$ cat src/rtl/iqm_pkg.sv
package iqm_pkg;
  localparam int NUM_CH = 2;  // index 0 = real, 1 = imaginary

  typedef enum logic [1:0] {
    MOD_OFF     = 2'd0,
    MOD_HALF    = 2'd1,
    MOD_QUARTER = 2'd2,
    MOD_OFF_ALT = 2'd3
  } mod_mode_e;
endpackage

$ cat src/rtl/iqm_in_fmt.sv
module iqm_in_fmt
  import iqm_pkg::*;
#(
  parameter int DATA_W = 14
) (
  input  logic                           clk_i,
  input  logic                           rst_ni,
  input  logic                           hold_i,
  input  logic                           offset_bin_i,
  input  logic                           valid_i,
  input  logic [NUM_CH-1:0][DATA_W-1:0]  data_i,
  output logic                           valid_o,
  output logic [NUM_CH-1:0][DATA_W-1:0]  data_o
);
  always_ff @(posedge clk_i or negedge rst_ni) begin
    if (!rst_ni) begin
      valid_o <= 1'b0;
      data_o  <= '0;
    end else if (!hold_i) begin
      valid_o <= valid_i;
      if (valid_i) begin
        for (int c = 0; c < NUM_CH; c++)
          data_o[c] <= {data_i[c][DATA_W-1] ^ offset_bin_i, data_i[c][DATA_W-2:0]};
      end
    end
  end
endmodule

$ cat src/rtl/iqm_hb_stage.sv
// x2 stage: zero-stuff + [1 2 1]/2 half-band, i.e. hold then rounded midpoint.
module iqm_hb_stage
  import iqm_pkg::*;
#(
  parameter int DATA_W = 14,
  parameter int CNT_W  = 3
) (
  input  logic                           clk_i,
  input  logic                           rst_ni,
  input  logic                           hold_i,
  input  logic                           active_i,
  input  logic [CNT_W-1:0]               half_i,
  input  logic                           in_v_i,
  input  logic [NUM_CH-1:0][DATA_W-1:0]  in_d_i,
  output logic                           out_v_o,
  output logic [NUM_CH-1:0][DATA_W-1:0]  out_d_o
);
  logic [NUM_CH-1:0][DATA_W-1:0] prev_q, mid_q, mid_n;
  logic [NUM_CH-1:0][DATA_W:0]   sum_w;
  logic [CNT_W-1:0]              cnt_q;

  for (genvar c = 0; c < NUM_CH; c++) begin : g_ch
    assign sum_w[c] = $signed({prev_q[c][DATA_W-1], prev_q[c]})
                    + $signed({in_d_i[c][DATA_W-1], in_d_i[c]})
                    + $signed((DATA_W+1)'(1));
    assign mid_n[c] = DATA_W'($signed(sum_w[c]) >>> 1);
  end

  always_ff @(posedge clk_i or negedge rst_ni) begin
    if (!rst_ni) begin
      prev_q  <= '0;
      mid_q   <= '0;
      cnt_q   <= '0;
      out_v_o <= 1'b0;
      out_d_o <= '0;
    end else if (!hold_i) begin
      out_v_o <= 1'b0;
      if (!active_i) begin
        out_v_o <= in_v_i;
        out_d_o <= in_d_i;
        cnt_q   <= '0;
      end else if (in_v_i) begin
        out_v_o <= 1'b1;
        out_d_o <= prev_q;
        mid_q   <= mid_n;
        prev_q  <= in_d_i;
        cnt_q   <= half_i;
      end else if (cnt_q != '0) begin
        cnt_q <= cnt_q - 1'b1;
        if (cnt_q == CNT_W'(1)) begin
          out_v_o <= 1'b1;
          out_d_o <= mid_q;
        end
      end
    end
  end
endmodule

$ cat src/rtl/iqm_quad_mod.sv
module iqm_quad_mod
  import iqm_pkg::*;
#(
  parameter int DATA_W = 14
) (
  input  logic                           clk_i,
  input  logic                           rst_ni,
  input  logic                           hold_i,
  input  mod_mode_e                      mode_i,
  input  logic                           in_v_i,
  input  logic [NUM_CH-1:0][DATA_W-1:0]  in_d_i,
  output logic                           out_v_o,
  output logic [NUM_CH-1:0][DATA_W-1:0]  out_d_o
);
  localparam logic [DATA_W-1:0] MIN_V = {1'b1, {(DATA_W-1){1'b0}}};

  function automatic logic [DATA_W-1:0] sneg(input logic [DATA_W-1:0] v);
    return (v == MIN_V) ? ~MIN_V : (~v + 1'b1);
  endfunction

  logic [1:0]                    ph_q;
  logic [NUM_CH-1:0][DATA_W-1:0] rot_w;
  logic [DATA_W-1:0]             re_w, im_w;

  assign re_w = in_d_i[0];
  assign im_w = in_d_i[1];

  always_comb begin
    rot_w = in_d_i;
    unique case (mode_i)
      MOD_HALF: if (ph_q[0]) rot_w = {sneg(im_w), sneg(re_w)};
      MOD_QUARTER: begin
        unique case (ph_q)
          2'd0: rot_w = {im_w, re_w};
          2'd1: rot_w = {re_w, sneg(im_w)};
          2'd2: rot_w = {sneg(im_w), sneg(re_w)};
          2'd3: rot_w = {sneg(re_w), im_w};
        endcase
      end
      default: rot_w = in_d_i;
    endcase
  end

  always_ff @(posedge clk_i or negedge rst_ni) begin
    if (!rst_ni) begin
      ph_q    <= '0;
      out_v_o <= 1'b0;
      out_d_o <= '0;
    end else if (!hold_i) begin
      out_v_o <= in_v_i;
      if (in_v_i) begin
        ph_q    <= ph_q + 1'b1;
        out_d_o <= rot_w;
      end
    end
  end
endmodule

$ cat src/rtl/iq_interp_mod.sv
module iq_interp_mod
  import iqm_pkg::*;
#(
  parameter int DATA_W    = 14,
  parameter int NUM_STG   = 3,
  parameter int MOD_AFTER = 2,
  localparam int SEL_W    = $clog2(NUM_STG + 1)
) (
  input  logic              clk_i,
  input  logic              rst_ni,
  input  logic [SEL_W-1:0]  interp_sel_i,
  input  logic [1:0]        mod_sel_i,
  input  logic              offset_bin_i,
  input  logic              off_re_i,
  input  logic              off_im_i,
  input  logic              valid_i,
  input  logic [DATA_W-1:0] data_re_i,
  input  logic [DATA_W-1:0] data_im_i,
  output logic              dac_valid_o,
  output logic [DATA_W-1:0] dac_re_o,
  output logic [DATA_W-1:0] dac_im_o
);
  localparam int CNT_W  = NUM_STG;
  localparam int RATE_W = NUM_STG + 1;
  localparam logic [DATA_W-1:0] MID = {1'b1, {(DATA_W-1){1'b0}}};

  typedef logic [NUM_CH-1:0][DATA_W-1:0] pair_t;

  logic             sleep;
  logic [SEL_W-1:0] n_act;
  logic [RATE_W-1:0] rate_w;
  mod_mode_e        mod_eff;

  logic  fmt_v;
  pair_t fmt_d;
  logic  st_v [NUM_STG];
  pair_t st_d [NUM_STG];
  logic  mod_in_v, mod_out_v;
  pair_t mod_in_d, mod_out_d;

  assign sleep   = off_re_i & off_im_i;
  assign n_act   = (interp_sel_i > SEL_W'(NUM_STG)) ? SEL_W'(NUM_STG) : interp_sel_i;
  assign rate_w  = RATE_W'(1) << n_act;
  assign mod_eff = (n_act == '0) ? MOD_OFF : mod_mode_e'(mod_sel_i);

  iqm_in_fmt #(.DATA_W(DATA_W)) u_fmt (
    .clk_i, .rst_ni,
    .hold_i       (sleep),
    .offset_bin_i,
    .valid_i,
    .data_i       ({data_im_i, data_re_i}),
    .valid_o      (fmt_v),
    .data_o       (fmt_d)
  );

  assign mod_in_v = st_v[MOD_AFTER-1];
  assign mod_in_d = st_d[MOD_AFTER-1];

  iqm_quad_mod #(.DATA_W(DATA_W)) u_mod (
    .clk_i, .rst_ni,
    .hold_i  (sleep),
    .mode_i  (mod_eff),
    .in_v_i  (mod_in_v),
    .in_d_i  (mod_in_d),
    .out_v_o (mod_out_v),
    .out_d_o (mod_out_d)
  );

  for (genvar j = 0; j < NUM_STG; j++) begin : g_stg
    logic             in_v;
    pair_t            in_d;
    logic [CNT_W-1:0] half;

    if (j == 0) begin : g_src_fmt
      assign in_v = fmt_v;
      assign in_d = fmt_d;
    end else if (j == MOD_AFTER) begin : g_src_mod
      assign in_v = mod_out_v;
      assign in_d = mod_out_d;
    end else begin : g_src_prev
      assign in_v = st_v[j-1];
      assign in_d = st_d[j-1];
    end

    assign half = CNT_W'(rate_w >> (j + 1));

    iqm_hb_stage #(.DATA_W(DATA_W), .CNT_W(CNT_W)) u_stg (
      .clk_i, .rst_ni,
      .hold_i   (sleep),
      .active_i (n_act > SEL_W'(j)),
      .half_i   (half),
      .in_v_i   (in_v),
      .in_d_i   (in_d),
      .out_v_o  (st_v[j]),
      .out_d_o  (st_d[j])
    );
  end

  // Output: two's complement -> offset binary, parked channels at midscale.
  always_ff @(posedge clk_i or negedge rst_ni) begin
    if (!rst_ni) begin
      dac_valid_o <= 1'b0;
      dac_re_o    <= MID;
      dac_im_o    <= MID;
    end else begin
      dac_valid_o <= st_v[NUM_STG-1] & ~sleep;
      if (off_re_i) dac_re_o <= MID;
      else if (st_v[NUM_STG-1]) dac_re_o <= st_d[NUM_STG-1][0] ^ MID;
      if (off_im_i) dac_im_o <= MID;
      else if (st_v[NUM_STG-1]) dac_im_o <= st_d[NUM_STG-1][1] ^ MID;
    end
  end
endmodule

$ cat config.mk
export PLATFORM = sky130hd
export DESIGN_NAME = iq_interp_mod
export DESIGN_NICKNAME = d
export VERILOG_FILES = /design/src/rtl/iqm_pkg.sv /design/src/rtl/iqm_in_fmt.sv /design/src/rtl/iqm_hb_stage.sv /design/src/rtl/iqm_quad_mod.sv /design/src/rtl/iq_interp_mod.sv
export SDC_FILE = /design/constraint.sdc
export NUM_CORES = 1
export LEC_CHECK = 0
export BUFFER_PORTS_ARGS = -buffer_cell sky130_fd_sc_hd__buf_2
export CELL_PAD_IN_SITES_DETAIL_PLACEMENT = 0
export CELL_PAD_IN_SITES_GLOBAL_PLACEMENT = 1
export CORE_ASPECT_RATIO = 1.75
export CORE_MARGIN = 1
export CORE_UTILIZATION = 50
export CTS_CLUSTER_DIAMETER = 200
export DETAILED_ROUTE_END_ITERATION = 16
export MAX_ROUTING_LAYER = met4
export PLACE_DENSITY = 0.88
export SETUP_SLACK_MARGIN = 0.2
export SLEW_MARGIN = 20
export SYNTH_ARGS = -nofsm -noshare
export SYNTH_HDL_FRONTEND = slang
export SYNTH_HIERARCHICAL = 1
export SYNTH_SLANG_ARGS = --single-unit
$ cat constraint.sdc
create_clock -name clk_i -period 6.2 [get_ports clk_i]
set_clock_uncertainty 0.1 [all_clocks]
set_input_delay 1.24 -clock clk_i [delete_from_list [all_inputs] [get_ports clk_i]]
set_output_delay 1.24 -clock clk_i [all_outputs]
set_load 0.05 [all_outputs]
==> qor.txt, run 1 <==
==========================================================================================
Part of the power in registers ..............................................        0.349
Worst hold path type ........................................................ flip-flop to flip-flop
Sinks on Clock Net ..........................................................          353
Transition time of the tightest slew-check pin ..............................      1.11 ns
Number of flops mapped to enable cells by yosys .............................            0
Post-Syn Area ...............................................................    21200 µm²
Routed vias .................................................................        17900
Final layout net count ......................................................         2600
Switching part of the total power ...........................................        0.444
Share of the core filled with cells in the final layout .....................        0.556
Resize count post-CTS .......................................................            0
Worst vdd ir ................................................................     0.287 mV
Average detailed-routed wire length per instance ............................      19.6 µm
Startpoint of the worst register-to-register path ........................... g_stg[1].u_stg/out_d_o[1]
Reg2Reg Capture Point ....................................................... u_mod/out_d_o[10]
Average via count per standard cell .........................................         5.87
Critical path data arrival time .............................................      4.21 ns
Ratio of cells with drive above 1 in the final layout .......................       0.0968
DR iter-0 viols .............................................................         1184
Residual DRC count ..........................................................            0
Launching element type of the critical path .................................    flip-flop
Critical Path Source ........................................................ g_stg[1].u_stg/out_d_o[1]
Number of global-route vias before repair ...................................        18100
Post-synthesis to final-layout area growth ..................................        9.25%
Post-route clock period utilization .........................................        0.622
1st-pass router iterations ..................................................            5
Detail Placement HPWL .......................................................     42900 µm
Crit Path Class ............................................................. flip-flop to flip-flop
Worst slack, placed .........................................................      2.06 ns
Most frequent standard cell in the layout excluding fill and tap cells ...... sky130_fd_sc_hd__nand2_1
Die ar. .....................................................................    43400 µm²
Antenna-violating nets left .................................................            0
Register bit count reported by yosys ........................................          353
Relative contribution of the clock network to total power ...................        0.196
Source-to-sink clock delay at the later pin of the worst-skew pair ..........      0.56 ns
Minimum clock period ........................................................      3.85 ns
Maximum number of pins on one net before global-route repair ................          122
DRT Wirelength ..............................................................     59500 µm
Die Width ...................................................................       158 µm
Maximum count of clock buffers along a single path ..........................            3
Commonest cells after routing, fill and taps aside .......................... sky130_fd_sc_hd__nand2_1 (626), sky130_fd_sc_hd__dfrtp_1 (348), sky130_fd_sc_hd__o21ai_0 (272), sky130_fd_sc_hd__a21oi_1 (141), sky130_fd_sc_hd__mux2i_1 (113)
Power Density ...............................................................   524 nW/µm²
Buffer cell driving the clock tree root ..................................... sky130_fd_sc_hd__clkbuf_16
Overall power of the completed layout .......................................      12.2 mW
Weighted congestion reported at the end of routability-driven placement .....         1.05
Cell internal power dissipation .............................................      6.76 mW
Worst path setup slack after routing ........................................      2.35 ns
Endpoint class of the critical path .........................................    flip-flop
Number of antenna violations at the first check in global routing ...........            0
Cell count of the worst reg-to-reg path .....................................            7
Proportion of synthesized flip-flops having asynchronous set or reset .......         1.00
Total leakage power .........................................................      10.7 nW
Critical path endpoint ...................................................... u_mod/out_d_o[10]
Prevailing post-synth register cell ......................................... sky130_fd_sc_hd__dfrtp_1
Total routing usage reported by global routing ..............................        0.294
Quantity of hold-fixing buffers added after cts .............................            0
Sequential cell area fraction in the yosys report ...........................        0.416
Net switching power figure ..................................................      5.40 mW
Final design instance area without fill .....................................    23200 µm²
Placed cell areas ...........................................................    21900 µm²
Largest fanout on the critical path .........................................           10
Buffers inserted by post-CTS timing repair ..................................            0
Reg2reg setup slack .........................................................      2.35 ns
TritonCTS buffer count ......................................................           37
Antenna Diode Count .........................................................            0
Data required, critical path ................................................      6.56 ns
Mean area per synthesized cell ..............................................     8.54 µm²
CORE AREA ...................................................................    41700 µm²
Post-layout instance count excluding filler cells ...........................         3044
Area leader, netlist ........................................................ sky130_fd_sc_hd__dfrtp_1
Total of warnings raised by yosys ...........................................            6
Count of input and output buffers ...........................................           66
Number of violations of the max-capacitance limit ...........................            0
RSZ-0062 raised after global routing ........................................           no
Area fraction of the dominant cell type after synthesis .....................        0.413
Outcome ..................................................................... finished clean
Clock edge transition at the registers on the reported setup and hold paths .      0.06 ns
Hold Slack ..................................................................     0.377 ns
Standard-cell row count .....................................................           99
Slew headroom ...............................................................        0.262
Power share of the combinational group ......................................        0.456
Setup TNS Final .............................................................         0 ns
Count of final hold-check violations ........................................            0
Deepest level of the CTS H-tree .............................................            2
Y dimension of the die ......................................................       275 µm
Max-slew violation total from the final report ..............................            0
Wire length of the first global-routing pass ................................     95600 µm
Post-synthesis cell type count ..............................................           82
Inst Count DP ...............................................................         2974
Cells after synthesis .......................................................         2487
Number of ports placed on the die boundary ..................................           67
Peak Freq ...................................................................      259 MHz
Total congestion overflow after global routing ..............................            0
Cell types with the largest area share after synthesis ...................... sky130_fd_sc_hd__dfrtp_1 (41%), sky130_fd_sc_hd__nand2_1 (11%), sky130_fd_sc_hd__o21ai_0 (6.4%), sky130_fd_sc_hd__ha_1 (5.6%), sky130_fd_sc_hd__mux2i_1 (5.3%)
Final setup violation count .................................................            0
Starting density of the core ................................................        0.509
CTS tree ....................................................................          yes
==========================================================================================
==> critical path, stage by stage (launching register included) <==
cell,delay (ns)
sky130_fd_sc_hd__dfrtp_1,0.53
sky130_fd_sc_hd__inv_1,0.17
sky130_fd_sc_hd__ha_1,0.53
sky130_fd_sc_hd__or3b_2,0.57
sky130_fd_sc_hd__or4_1,0.48
sky130_fd_sc_hd__a21oi_1,0.78
sky130_fd_sc_hd__a211oi_1,0.35
sky130_fd_sc_hd__o21ai_0,0.23
==> power by group through the flow <==
| stage | Sequential (mW) | Combinational, mW | Clock (mW) |
|---|---|---|---|
| after floorplan | 3.88 | 4.23 | 0 |
| after global placement | 4.23 | 5.31 | 0 |
| after detailed placement | 4.28 | 5.44 | 0 |
| after CTS | 4.24 | 5.46 | 2.43 |
| after global routing | 4.38 | 6.17 | 2.50 |
| final | 4.24 | 5.54 | 2.38 |
==> layer usage <==
layer  vias up  part of all wire  global-route usage
li1       8646                 -                   -
met1      8573              0.36               0.286
met2       430              0.53               0.531
met3       205             0.038              0.0394
met4         0             0.076               0.203
met5         -                 0                   -
==> synth_stat cells (6+ instances only) <==
library cell,count
sky130_fd_sc_hd__o21a_1,13
sky130_fd_sc_hd__mux2i_1,113
sky130_fd_sc_hd__a21o_1,29
sky130_fd_sc_hd__and3_1,6
sky130_fd_sc_hd__or3_1,17
sky130_fd_sc_hd__mux2_2,21
sky130_fd_sc_hd__a31o_1,6
sky130_fd_sc_hd__a21oi_1,141
sky130_fd_sc_hd__a211oi_1,12
sky130_fd_sc_hd__xnor2_1,45
sky130_fd_sc_hd__buf_2,24
sky130_fd_sc_hd__nand3_1,26
sky130_fd_sc_hd__xor2_1,23
sky130_fd_sc_hd__and2_1,11
sky130_fd_sc_hd__a31oi_1,18
sky130_fd_sc_hd__fa_1,6
sky130_fd_sc_hd__o211ai_1,31
sky130_fd_sc_hd__or4_1,8
sky130_fd_sc_hd__nor3_1,28
sky130_fd_sc_hd__o221ai_1,9
sky130_fd_sc_hd__a221o_1,7
sky130_fd_sc_hd__nand4_1,12
sky130_fd_sc_hd__o21ai_1,60
sky130_fd_sc_hd__o21ai_0,272
sky130_fd_sc_hd__mux2_4,9
sky130_fd_sc_hd__o2bb2ai_1,6
sky130_fd_sc_hd__buf_1,12
sky130_fd_sc_hd__o21bai_1,8
sky130_fd_sc_hd__nor4_1,12
sky130_fd_sc_hd__o31ai_1,21
sky130_fd_sc_hd__ha_1,95
sky130_fd_sc_hd__clkbuf_1,119
sky130_fd_sc_hd__or2_2,11
sky130_fd_sc_hd__nor2b_1,14
sky130_fd_sc_hd__nor2_1,98
sky130_fd_sc_hd__nand2b_1,13
sky130_fd_sc_hd__nor3b_1,15
sky130_fd_sc_hd__inv_1,41
sky130_fd_sc_hd__dfrtp_1,351
sky130_fd_sc_hd__nand2_1,626
==> state kept, by name, summed over array words and instances (netlist names) <==
signal and count:
u_fmt/valid_o 1, g_stg.u_stg/out_v_o 3, dac_valid_o 1, g_stg.u_stg/out_d_o 84, g_stg.u_stg/cnt_q 9, u_mod/ph_q 2
dac_re_o 14, u_fmt/data_o 28, dac_im_o 14, u_mod/out_d_o 28, u_mod/out_v_o 1, g_stg.u_stg/prev_q 84
g_stg.u_stg/mid_q 84
==> how the worst min path moves through the flow <==
| stage | slack (ns) | endpoint | depth (start not counted) | startpoint |
|---|---|---|---|---|
| finish | 0.38 | g_stg[2].u_stg/mid_q[6] | 2 | g_stg[2].u_stg/mid_q[6] |
| global route | 0.40 | g_stg[0].u_stg/mid_q[3] | 2 | g_stg[0].u_stg/mid_q[3] |
| CTS | 0.38 | g_stg[0].u_stg/mid_q[14] | 2 | g_stg[0].u_stg/mid_q[14] |
| detailed placement | 0.36 | g_stg[0].u_stg/mid_q[14] | 2 | g_stg[0].u_stg/mid_q[14] |
| global placement | 0.36 | g_stg[2].u_stg/mid_q[14] | 2 | g_stg[2].u_stg/mid_q[14] |
| floorplan | 0.34 | g_stg[0].u_stg/mid_q[4] | 2 | g_stg[0].u_stg/mid_q[4] |
==> logic make-up (layout without fill, tap and decap cells) <==
kind of cell               count (synthesis)  in the layout  share of synthesized area
and+or+nand+nor                          921            921                      0.187
adders and majority gates                101            101                     0.0616
xor gates and xnor gates                  68             68                     0.0280
other                                      1              3                   0.000176
muxes                                    143            143                     0.0707
AOI/OAI and AO/OA                        693            693                      0.195
DFF                                      353            353                      0.416
buffers and inverters                    207            207                     0.0414
==> area by class of cell <==
type	count	area (µm²)
well taps	555	694
flip-flops and latches	353	8840
fillers	3888	18500
inverters	41	154
clock buffers	46	980
multi-input cells	1929	11600
repair buffers	99	673
clock inverters	21	288
(Power assumes the default switching activity.)
==> inputs of run 2 (changes only) <==
--- a/config.mk
+++ b/config.mk
@@ -5,16 +5,17 @@
 export SDC_FILE = /design/constraint.sdc
 export NUM_CORES = 1
 export LEC_CHECK = 0
+export ABC_AREA = 1
 export BUFFER_PORTS_ARGS = -buffer_cell sky130_fd_sc_hd__buf_2
 export CELL_PAD_IN_SITES_DETAIL_PLACEMENT = 0
 export CELL_PAD_IN_SITES_GLOBAL_PLACEMENT = 1
 export CORE_ASPECT_RATIO = 1.75
 export CORE_MARGIN = 1
-export CORE_UTILIZATION = 50
+export CORE_UTILIZATION = 46
 export CTS_CLUSTER_DIAMETER = 200
 export DETAILED_ROUTE_END_ITERATION = 16
 export MAX_ROUTING_LAYER = met4
-export PLACE_DENSITY = 0.88
+export PLACE_DENSITY = 0.86
 export SETUP_SLACK_MARGIN = 0.2
 export SLEW_MARGIN = 20
 export SYNTH_ARGS = -nofsm -noshare
==> constraint.sdc (replaced) <==
create_clock -name clk_i -period 4 [get_ports clk_i]
set_clock_uncertainty 0.1 [all_clocks]
set_input_delay 0.8 -clock clk_i [delete_from_list [all_inputs] [get_ports clk_i]]
set_output_delay 0.8 -clock clk_i [all_outputs]
set_load 0.05 [all_outputs]
==> run 2 against run 1 <==
Effect of this change:
- hold slack got worse by 0.12 ns
- total power grew 58%
- global-route usage decreased by 1.7 points
- largest power group unchanged
- sequential power is 50% higher
==> qor.txt, run 2 <==
==========================================================================================
Launching element type of the critical path .................................    flip-flop
RSZ-0062 raised after global routing ........................................           no
Number of ports placed on the die boundary ..................................           67   unchanged
Power Density ...............................................................   764 nW/µm²   +46%
Most numerous cell in the Yosys netlist ..................................... sky130_fd_sc_hd__nand2_1
Number of global-route vias before repair ...................................        20800   +15%
Y dimension of the die ......................................................       298 µm   +8.5%
Weighted congestion reported at the end of routability-driven placement .....        0.920   -12%
Worst path setup slack after routing ........................................      1.24 ns   -1.11 ns
Number of violations of the max-capacitance limit ...........................            0   unchanged
Critical path data arrival time .............................................      3.08 ns   -1.13 ns
Mean area per synthesized cell ..............................................     6.88 µm²   -19%
Sequential standard cell area ...............................................     8840 µm²   about the same
Maximum count of clock buffers along a single path ..........................            3   unchanged
Count of input and output buffers ...........................................           66   unchanged
Sinks on Clock Net ..........................................................          353   unchanged
Post-synthesis cell type count ..............................................           41   -50%
Most frequent standard cell in the layout excluding fill and tap cells ...... sky130_fd_sc_hd__nand2_1
Average detailed-routed wire length per instance ............................      16.8 µm   -14%
Buffers inserted by post-CTS timing repair ..................................            0   unchanged
Routed vias .................................................................        21300   +19%
Detail Placement HPWL .......................................................     50600 µm   +18%
Clock edge transition at the registers on the reported setup and hold paths .      0.06 ns   about the same
Final design instance area without fill .....................................    25200 µm²   +8.4%
Average via count per standard cell .........................................         5.26   -10%
Setup TNS Final .............................................................         0 ns   unchanged
Prevailing post-synth register cell ......................................... sky130_fd_sc_hd__dfrtp_1
Post-route clock period utilization .........................................        0.690   +0.0686
Top Registers ............................................................... g_stg.u_stg/mid_q x84, g_stg.u_stg/out_d_o x84, g_stg.u_stg/prev_q x84
Deepest level of the CTS H-tree .............................................            2   unchanged
Minimum clock period ........................................................      2.76 ns   -1.09 ns
Peak Freq ...................................................................      362 MHz   +40%
Total congestion overflow after global routing ..............................            0   unchanged
Maximum number of pins on one net before global-route repair ................          117   -4.1%
Transition time of the tightest slew-check pin ..............................      1.13 ns   +0.0247 ns
Number of flops mapped to enable cells by yosys .............................            0   unchanged
Area leader, netlist ........................................................ sky130_fd_sc_hd__dfrtp_1
1st-pass router iterations ..................................................            5   unchanged
Source-to-sink clock delay at the later pin of the worst-skew pair ..........      0.54 ns   -0.02 ns
Area of the multi-input gates ...............................................    11900 µm²   +2.6%
Number of antenna violations at the first check in global routing ...........            0   unchanged
Die ar. .....................................................................    51000 µm²   +18%
Largest fanout on the critical path .........................................           56   +46
Antenna-violating nets left .................................................            0   unchanged
TritonCTS buffer count ......................................................           37   unchanged
Final layout net count ......................................................         3490   +34%
Area fraction of the dominant cell type after synthesis .....................        0.382   -0.0318
Commonest cells after routing, fill and taps aside .......................... sky130_fd_sc_hd__nand2_1 (1101), sky130_fd_sc_hd__inv_1 (387), sky130_fd_sc_hd__dfrtp_1 (351), sky130_fd_sc_hd__nor2_1 (315), sky130_fd_sc_hd__a21oi_1 (308)
Endpoint class of the critical path .........................................    flip-flop
Worst hold path type ........................................................ input port to async pin
Resize count post-CTS .......................................................            0   unchanged
Cells after synthesis .......................................................         3345   +34%
Post-Syn Area ...............................................................    23000 µm²   +8.3%
Residual DRC count ..........................................................            0   unchanged
Final setup violation count .................................................            0   unchanged
CORE AREA ...................................................................    49500 µm²   +18%
Starting density of the core ................................................        0.465   -0.0436
Worst slack, placed .........................................................      1.01 ns   -1.05 ns
DR iter-0 viols .............................................................         1374   +16%
Wire length of the first global-routing pass ................................    108000 µm   +13%
Outcome ..................................................................... finished clean
Slew headroom ...............................................................        0.245   -0.0165
Post-synthesis to final-layout area growth ..................................        9.30%   about the same
Worst vdd ir ................................................................     0.395 mV   +37%
Sequential cell area fraction in the yosys report ...........................        0.384   -0.0320
Total leakage power .........................................................      13.4 nW   +25%
Crit Path Class ............................................................. flip-flop to flip-flop
Antenna Diode Count .........................................................            0   unchanged
DRT Wirelength ..............................................................     67700 µm   +14%
Data required, critical path ................................................      4.32 ns   -2.24 ns
Synth cell count leaders .................................................... sky130_fd_sc_hd__nand2_1 (1102), sky130_fd_sc_hd__inv_1 (387), sky130_fd_sc_hd__dfrtp_1 (351), sky130_fd_sc_hd__nor2_1 (315), sky130_fd_sc_hd__a21oi_1 (308)
Die Width ...................................................................       171 µm   +8.4%
Standard-cell row count .....................................................          108   +9.1%
Total of fill cells in the finished design ..................................         4982   +28%
Quantity of hold-fixing buffers added after cts .............................            0   unchanged
Cell types with the largest area share after synthesis ...................... sky130_fd_sc_hd__dfrtp_1 (38%), sky130_fd_sc_hd__nand2_1 (18%), sky130_fd_sc_hd__a21oi_1 (6.7%), sky130_fd_sc_hd__inv_1 (6.3%), sky130_fd_sc_hd__ha_1 (5.2%)
Total routing usage reported by global routing ..............................        0.277   -0.0166
Proportion of synthesized flip-flops having asynchronous set or reset .......         1.00   unchanged
Ratio of cells with drive above 1 in the final layout .......................       0.0793   -0.0175
Max-slew violation total from the final report ..............................            0   unchanged
Buffer cell driving the clock tree root ..................................... sky130_fd_sc_hd__clkbuf_16
Register bit count reported by yosys ........................................          353   unchanged
Placed cell areas ...........................................................    23800 µm²   +8.9%
Count of final hold-check violations ........................................            0   unchanged
Total of warnings raised by yosys ...........................................            6   unchanged
CTS tree ....................................................................          yes
==========================================================================================
==> run 2: changes by cell type in the layout (fill, tap and decap cells not counted), moves of 22 or more <==
cell                       change
sky130_fd_sc_hd__a21oi_1     +167
sky130_fd_sc_hd__nand2_1     +475
sky130_fd_sc_hd__a21o_1       -29
sky130_fd_sc_hd__nor2_1      +220
sky130_fd_sc_hd__nor3_1       -28
sky130_fd_sc_hd__o21ai_0     -103
sky130_fd_sc_hd__inv_1       +346
sky130_fd_sc_hd__a21oi_2      +22
sky130_fd_sc_hd__o211ai_1     -28
sky130_fd_sc_hd__nand3_1     +172
sky130_fd_sc_hd__mux2i_1     -113
sky130_fd_sc_hd__xnor2_1      -27
==> run 2: layout make-up <==
| cell class | instances | area share |
|---|---|---|
| clock buffer | 57 | 0.0466 |
| clock inverter | 10 | 0.00676 |
| inverter | 405 | 0.0604 |
| multi-input combinational | 2447 | 0.472 |
| sequential | 353 | 0.351 |
| tap | 660 | 0.0328 |
| timing repair buffer | 107 | 0.0297 |
==> run 2: logic make-up (layout without fill, tap and decap cells) <==
family | count (synthesis) | count (layout) | share of synthesized area
AND/OR/NAND/NOR | 1720 | 1720 | 0.309
AO/OA/AOI/OAI | 592 | 592 | 0.136
buffers and inverters | 547 | 579 | 0.102
flip-flops | 353 | 353 | 0.384
adder cells (fa/ha/maj) | 101 | 101 | 0.0569
XOR/XNOR | 31 | 31 | 0.0118
other | 1 | 3 | 0.000163
==> run 2: through the flow <==
stage	utilization	power (mW)	hold WS, ns	std cells
6_report	0.509	19.2	0.260	4039
2_1_floorplan	-	12.8	0.337	3347
5_1_grt	0.509	20.8	0.340	4039
3_5_place_dp	0.482	15.5	0.355	3972
3_3_place_gp	0.482	15.2	0.349	3972
4_1_cts	0.509	19.3	0.300	4039
==> run 2: report_power, final <==
part	switching (mW)	internal [mW]
sequential	1.44	4.90
combinational	5.90	3.20
clock	1.49	2.29
total	8.84	10.4
==> run 2: worst paths after layout <==
kind / from / to / slack, ns / cells after the start
max in group asynchronous: rst_ni / dac_re_o[13] / 2.63 / 2
hold reg to reg: dac_re_o[2] / dac_re_o[2] / 0.36 / 2
hold / removal: rst_ni / g_stg[2].u_stg/mid_q[21] / 0.26 / 1
min in group clk_i: data_im_i[7] / u_fmt/data_o[21] / 0.36 / 3
setup / recovery: u_mod/ph_q[0] / u_mod/out_d_o[14] / 1.24 / 9
setup reg to reg: u_mod/ph_q[0] / u_mod/out_d_o[14] / 1.24 / 9
==> run 2: critical path: stages (launching register included) <==
cell and delay (ns):
sky130_fd_sc_hd__dfrtp_1 0.61, sky130_fd_sc_hd__inv_1 0.22, sky130_fd_sc_hd__ha_2 0.96, sky130_fd_sc_hd__nand2_1 0.21, sky130_fd_sc_hd__nand3_1 0.12, sky130_fd_sc_hd__nand2_1 0.06
sky130_fd_sc_hd__a21oi_1 0.14, sky130_fd_sc_hd__nand2_1 0.07, sky130_fd_sc_hd__o211ai_1 0.07, sky130_fd_sc_hd__nand2_1 0.07
==> run 2: per-layer routing <==
metal / global-route usage / wire length, µm / vias up
met5: - / 0 / -
met4: 0.153 / 4080 / 0
met3: 0.0213 / 2010 / 180
met2: 0.529 / 37300 / 508
met1: 0.270 / 24300 / 9945
li1: - / - / 10600
==> inputs of run 3 (changes only) <==
--- a/config.mk
+++ b/config.mk
@@ -5,13 +5,13 @@
 export SDC_FILE = /design/constraint.sdc
 export NUM_CORES = 1
 export LEC_CHECK = 0
-export ABC_AREA = 1
+export ABC_AREA = 0
 export BUFFER_PORTS_ARGS = -buffer_cell sky130_fd_sc_hd__buf_2
 export CELL_PAD_IN_SITES_DETAIL_PLACEMENT = 0
 export CELL_PAD_IN_SITES_GLOBAL_PLACEMENT = 1
 export CORE_ASPECT_RATIO = 1.75
 export CORE_MARGIN = 1
-export CORE_UTILIZATION = 46
+export CORE_UTILIZATION = 49
 export CTS_CLUSTER_DIAMETER = 200
 export DETAILED_ROUTE_END_ITERATION = 16
 export MAX_ROUTING_LAYER = met4
==> constraint.sdc (replaced) <==
create_clock -name clk_i -period 2.6 [get_ports clk_i]
set_clock_uncertainty 0.1 [all_clocks]
set_input_delay 0.52 -clock clk_i [delete_from_list [all_inputs] [get_ports clk_i]]
set_output_delay 0.52 -clock clk_i [all_outputs]
set_load 0.05 [all_outputs]
==> run 3 against run 2 <==
Effect of this change:
- the flow now finishes with violations (negative setup slack)
- core utilization rose by 10 points
- critical path depth down 3
- total power rose by 70%
- combinational power grew 95%
- die area fell by 13%
- final area increased by 3.8%
- worst setup slack got worse by 1.3 ns
- largest power group unchanged
==> qor.txt, run 3 (synthesis gave the netlist of run 1 again) <==
==========================================================================================
Top Registers ............................................................... g_stg.u_stg/mid_q x84, g_stg.u_stg/out_d_o x84, g_stg.u_stg/prev_q x84
Post-layout instance count excluding filler cells ...........................         3317   -18%
Failing checks .............................................................. negative setup slack
Worst hold path type ........................................................ input port to flip-flop
Reg2reg setup slack .........................................................     -0.07 ns   -1.31 ns
Worst Hold Endpoint ......................................................... u_fmt/data_o[14]
CP most frequent cell ....................................................... sky130_fd_sc_hd__or4_4
Final layout net count ......................................................         2867   -18%
CTS tree ....................................................................          yes
CORE AREA ...................................................................    42700 µm²   -14%
Biggest cell delay along the critical path ..................................      0.54 ns   -0.42 ns
Power Density ...............................................................  1250 nW/µm²   +64%
Deepest level of the CTS H-tree .............................................            2   unchanged
Minimum clock period ........................................................      2.67 ns   -0.0905 ns
Average via count per standard cell .........................................         5.77   +9.7%
DRT Wirelength ..............................................................     68400 µm   +1.1%
Residual DRC count ..........................................................            0   unchanged
Maximum count of clock buffers along a single path ..........................            3   unchanged
Peak Freq ...................................................................      374 MHz   +3.4%
Post-route clock period utilization .........................................         1.03   +0.337
Number of ports placed on the die boundary ..................................           67   unchanged
Crit Path Class ............................................................. flip-flop to flip-flop
Transition time of the tightest slew-check pin ..............................     0.829 ns   -0.303 ns
Cell count of the worst reg-to-reg path .....................................            6   -3
Slowest-stage cell, CP ...................................................... sky130_fd_sc_hd__or4_4
Clock edge transition at the registers on the reported setup and hold paths .      0.06 ns   about the same
Count of input and output buffers ...........................................           66   unchanged
Data required, critical path ................................................      2.92 ns   -1.40 ns
Max-slew violation total from the final report ..............................            0   unchanged
Wire length of the first global-routing pass ................................    109000 µm   +0.54%
Setup TNS Final .............................................................    -0.131 ns   -0.131 ns
Die Width ...................................................................       159 µm   -6.8%
Slew headroom ...............................................................        0.442   +0.197
Buffer cell driving the clock tree root ..................................... sky130_fd_sc_hd__clkbuf_16
Source-to-sink clock delay at the later pin of the worst-skew pair ..........      0.54 ns   about the same
Final setup violation count .................................................            4   +4
Post-synthesis to final-layout area growth ..................................        22.9%
Launching element type of the critical path .................................    flip-flop
Count of final hold-check violations ........................................            0   unchanged
Ratio of cells with drive above 1 in the final layout .......................        0.220   +0.141
Maximum number of pins on one net before global-route repair ................           64   -45%
Number of antenna violations at the first check in global routing ...........            2   +2
Critical path cell sequence ................................................. or4_4, or4_4, a21o_1, o21a_1, a221o_1, a211o_1
Endpoint class of the critical path .........................................    flip-flop
RSZ-0062 raised after global routing ........................................          yes
Number of global-route vias before repair ...................................        19800   -4.9%
Total congestion overflow after global routing ..............................            0   unchanged
Hold Slack ..................................................................     0.105 ns   -0.155 ns
Number of cells traversed by the worst hold path ............................            2
DR iter-0 viols .............................................................         1148   -16%
Largest fanout on the critical path .........................................            2   -96%
Total leakage power .........................................................      12.2 nW   -8.7%
Source of the worst hold timing path ........................................ data_im_i[0]
Worst slack, placed .........................................................    -0.488 ns   -1.50 ns
Antenna-violating nets left .................................................            0   unchanged
Most frequent standard cell in the layout excluding fill and tap cells ...... sky130_fd_sc_hd__nand2_1
Worst vdd ir ................................................................     0.686 mV   +74%
Commonest cells after routing, fill and taps aside .......................... sky130_fd_sc_hd__nand2_1 (625), sky130_fd_sc_hd__dfrtp_1 (348), sky130_fd_sc_hd__buf_4 (254), sky130_fd_sc_hd__o21ai_0 (251), sky130_fd_sc_hd__a21oi_1 (118)
Reg2Reg Capture Point ....................................................... u_mod/out_d_o[11]
Routed vias .................................................................        19100   -9.9%
Average detailed-routed wire length per instance ............................      20.6 µm   +23%
Total routing usage reported by global routing ..............................        0.324   +0.0466
TritonCTS buffer count ......................................................           36   -2.7%
Standard-cell row count .....................................................          100   -7.4%
Sinks on Clock Net ..........................................................          353   unchanged
Startpoint of the worst register-to-register path ........................... g_stg[1].u_stg/out_d_o[17]
Die ar. .....................................................................    44200 µm²   -13%
Worst path setup slack after routing ........................................   -0.0705 ns   -1.31 ns
Weighted congestion reported at the end of routability-driven placement .....         1.06   +15%
Inst Count DP ...............................................................         3209   -19%
Outcome ..................................................................... finished with violations
Critical path data arrival time .............................................      2.99 ns   -0.09 ns
Detail Placement HPWL .......................................................     51600 µm   +2.0%
1st-pass router iterations ..................................................            6   +1
Number of violations of the max-capacitance limit ...........................            0   unchanged
Y dimension of the die ......................................................       277 µm   -6.9%
Starting density of the core ................................................        0.498   +0.0326
==========================================================================================
==> run 3: critical path: cells and delay by family, from the launching register on <==
family	cells	cell delay, ns
simple gates	2	1.05
compound gates	4	1.02
flops	1	0.38
==> run 3: where the power goes <==
| part | internal, mW | switching [mW] |
|---|---|---|
| Clock | 3.27 | 2.25 |
| Combinational | 7.48 | 10.3 |
| Sequential | 7.63 | 1.78 |
==> run 3: timing repair <==
item                       CTS  global route
hold endpoints to repair    46             0
pin swaps                   55            75
buffers inserted            16            25
resized for setup           76           100
hold buffers                 1             0
setup endpoints to repair   38            50
==> run 3: metrics by stage <==
stage,util,power (mW),area [µm²]
2_1_floorplan,-,19.5,21400
3_5_place_dp,0.559,25.5,23800
3_3_place_gp,0.559,25.2,23800
4_1_cts,0.598,31.8,25500
5_1_grt,0.612,34.9,26100
6_report,0.612,32.7,26100
==> run 3: per-layer routing <==
layer | global-route usage | share of wire | vias to the layer above
li1 | - | - | 9171
met1 | 0.311 | 0.35 | 9307
met2 | 0.609 | 0.55 | 458
met3 | 0.0359 | 0.031 | 210
met4 | 0.209 | 0.069 | 0
met5 | - | 0 | -
==> run 3: layout make-up <==
type,count,area [µm²]
inverters,41,156
multi-input cells,1929,12200
clock inverters,17,244
fillers,3766,16600
well taps,561,702
clock buffers,47,1010
diodes,2,5.00
flip-flops and latches,353,8840
repair buffers,367,2920
==> run 3: worst max-delay path by stage <==
stage | start | to | slack, ns | cells after the start
after floorplan | g_stg[1].u_stg/out_d_o[17] | u_mod/out_d_o[11] | -0.05 | 7
after global placement | g_stg[1].u_stg/out_d_o[15] | u_mod/out_d_o[13] | -0.44 | 8
after detailed placement | g_stg[1].u_stg/out_d_o[15] | u_mod/out_d_o[13] | -0.49 | 8
after CTS | g_stg[1].u_stg/out_d_o[15] | u_mod/out_d_o[13] | -0.07 | 8
after global routing | g_stg[1].u_stg/out_d_o[14] | u_mod/out_d_o[11] | -0.15 | 6
final | g_stg[1].u_stg/out_d_o[17] | u_mod/out_d_o[11] | -0.07 | 6
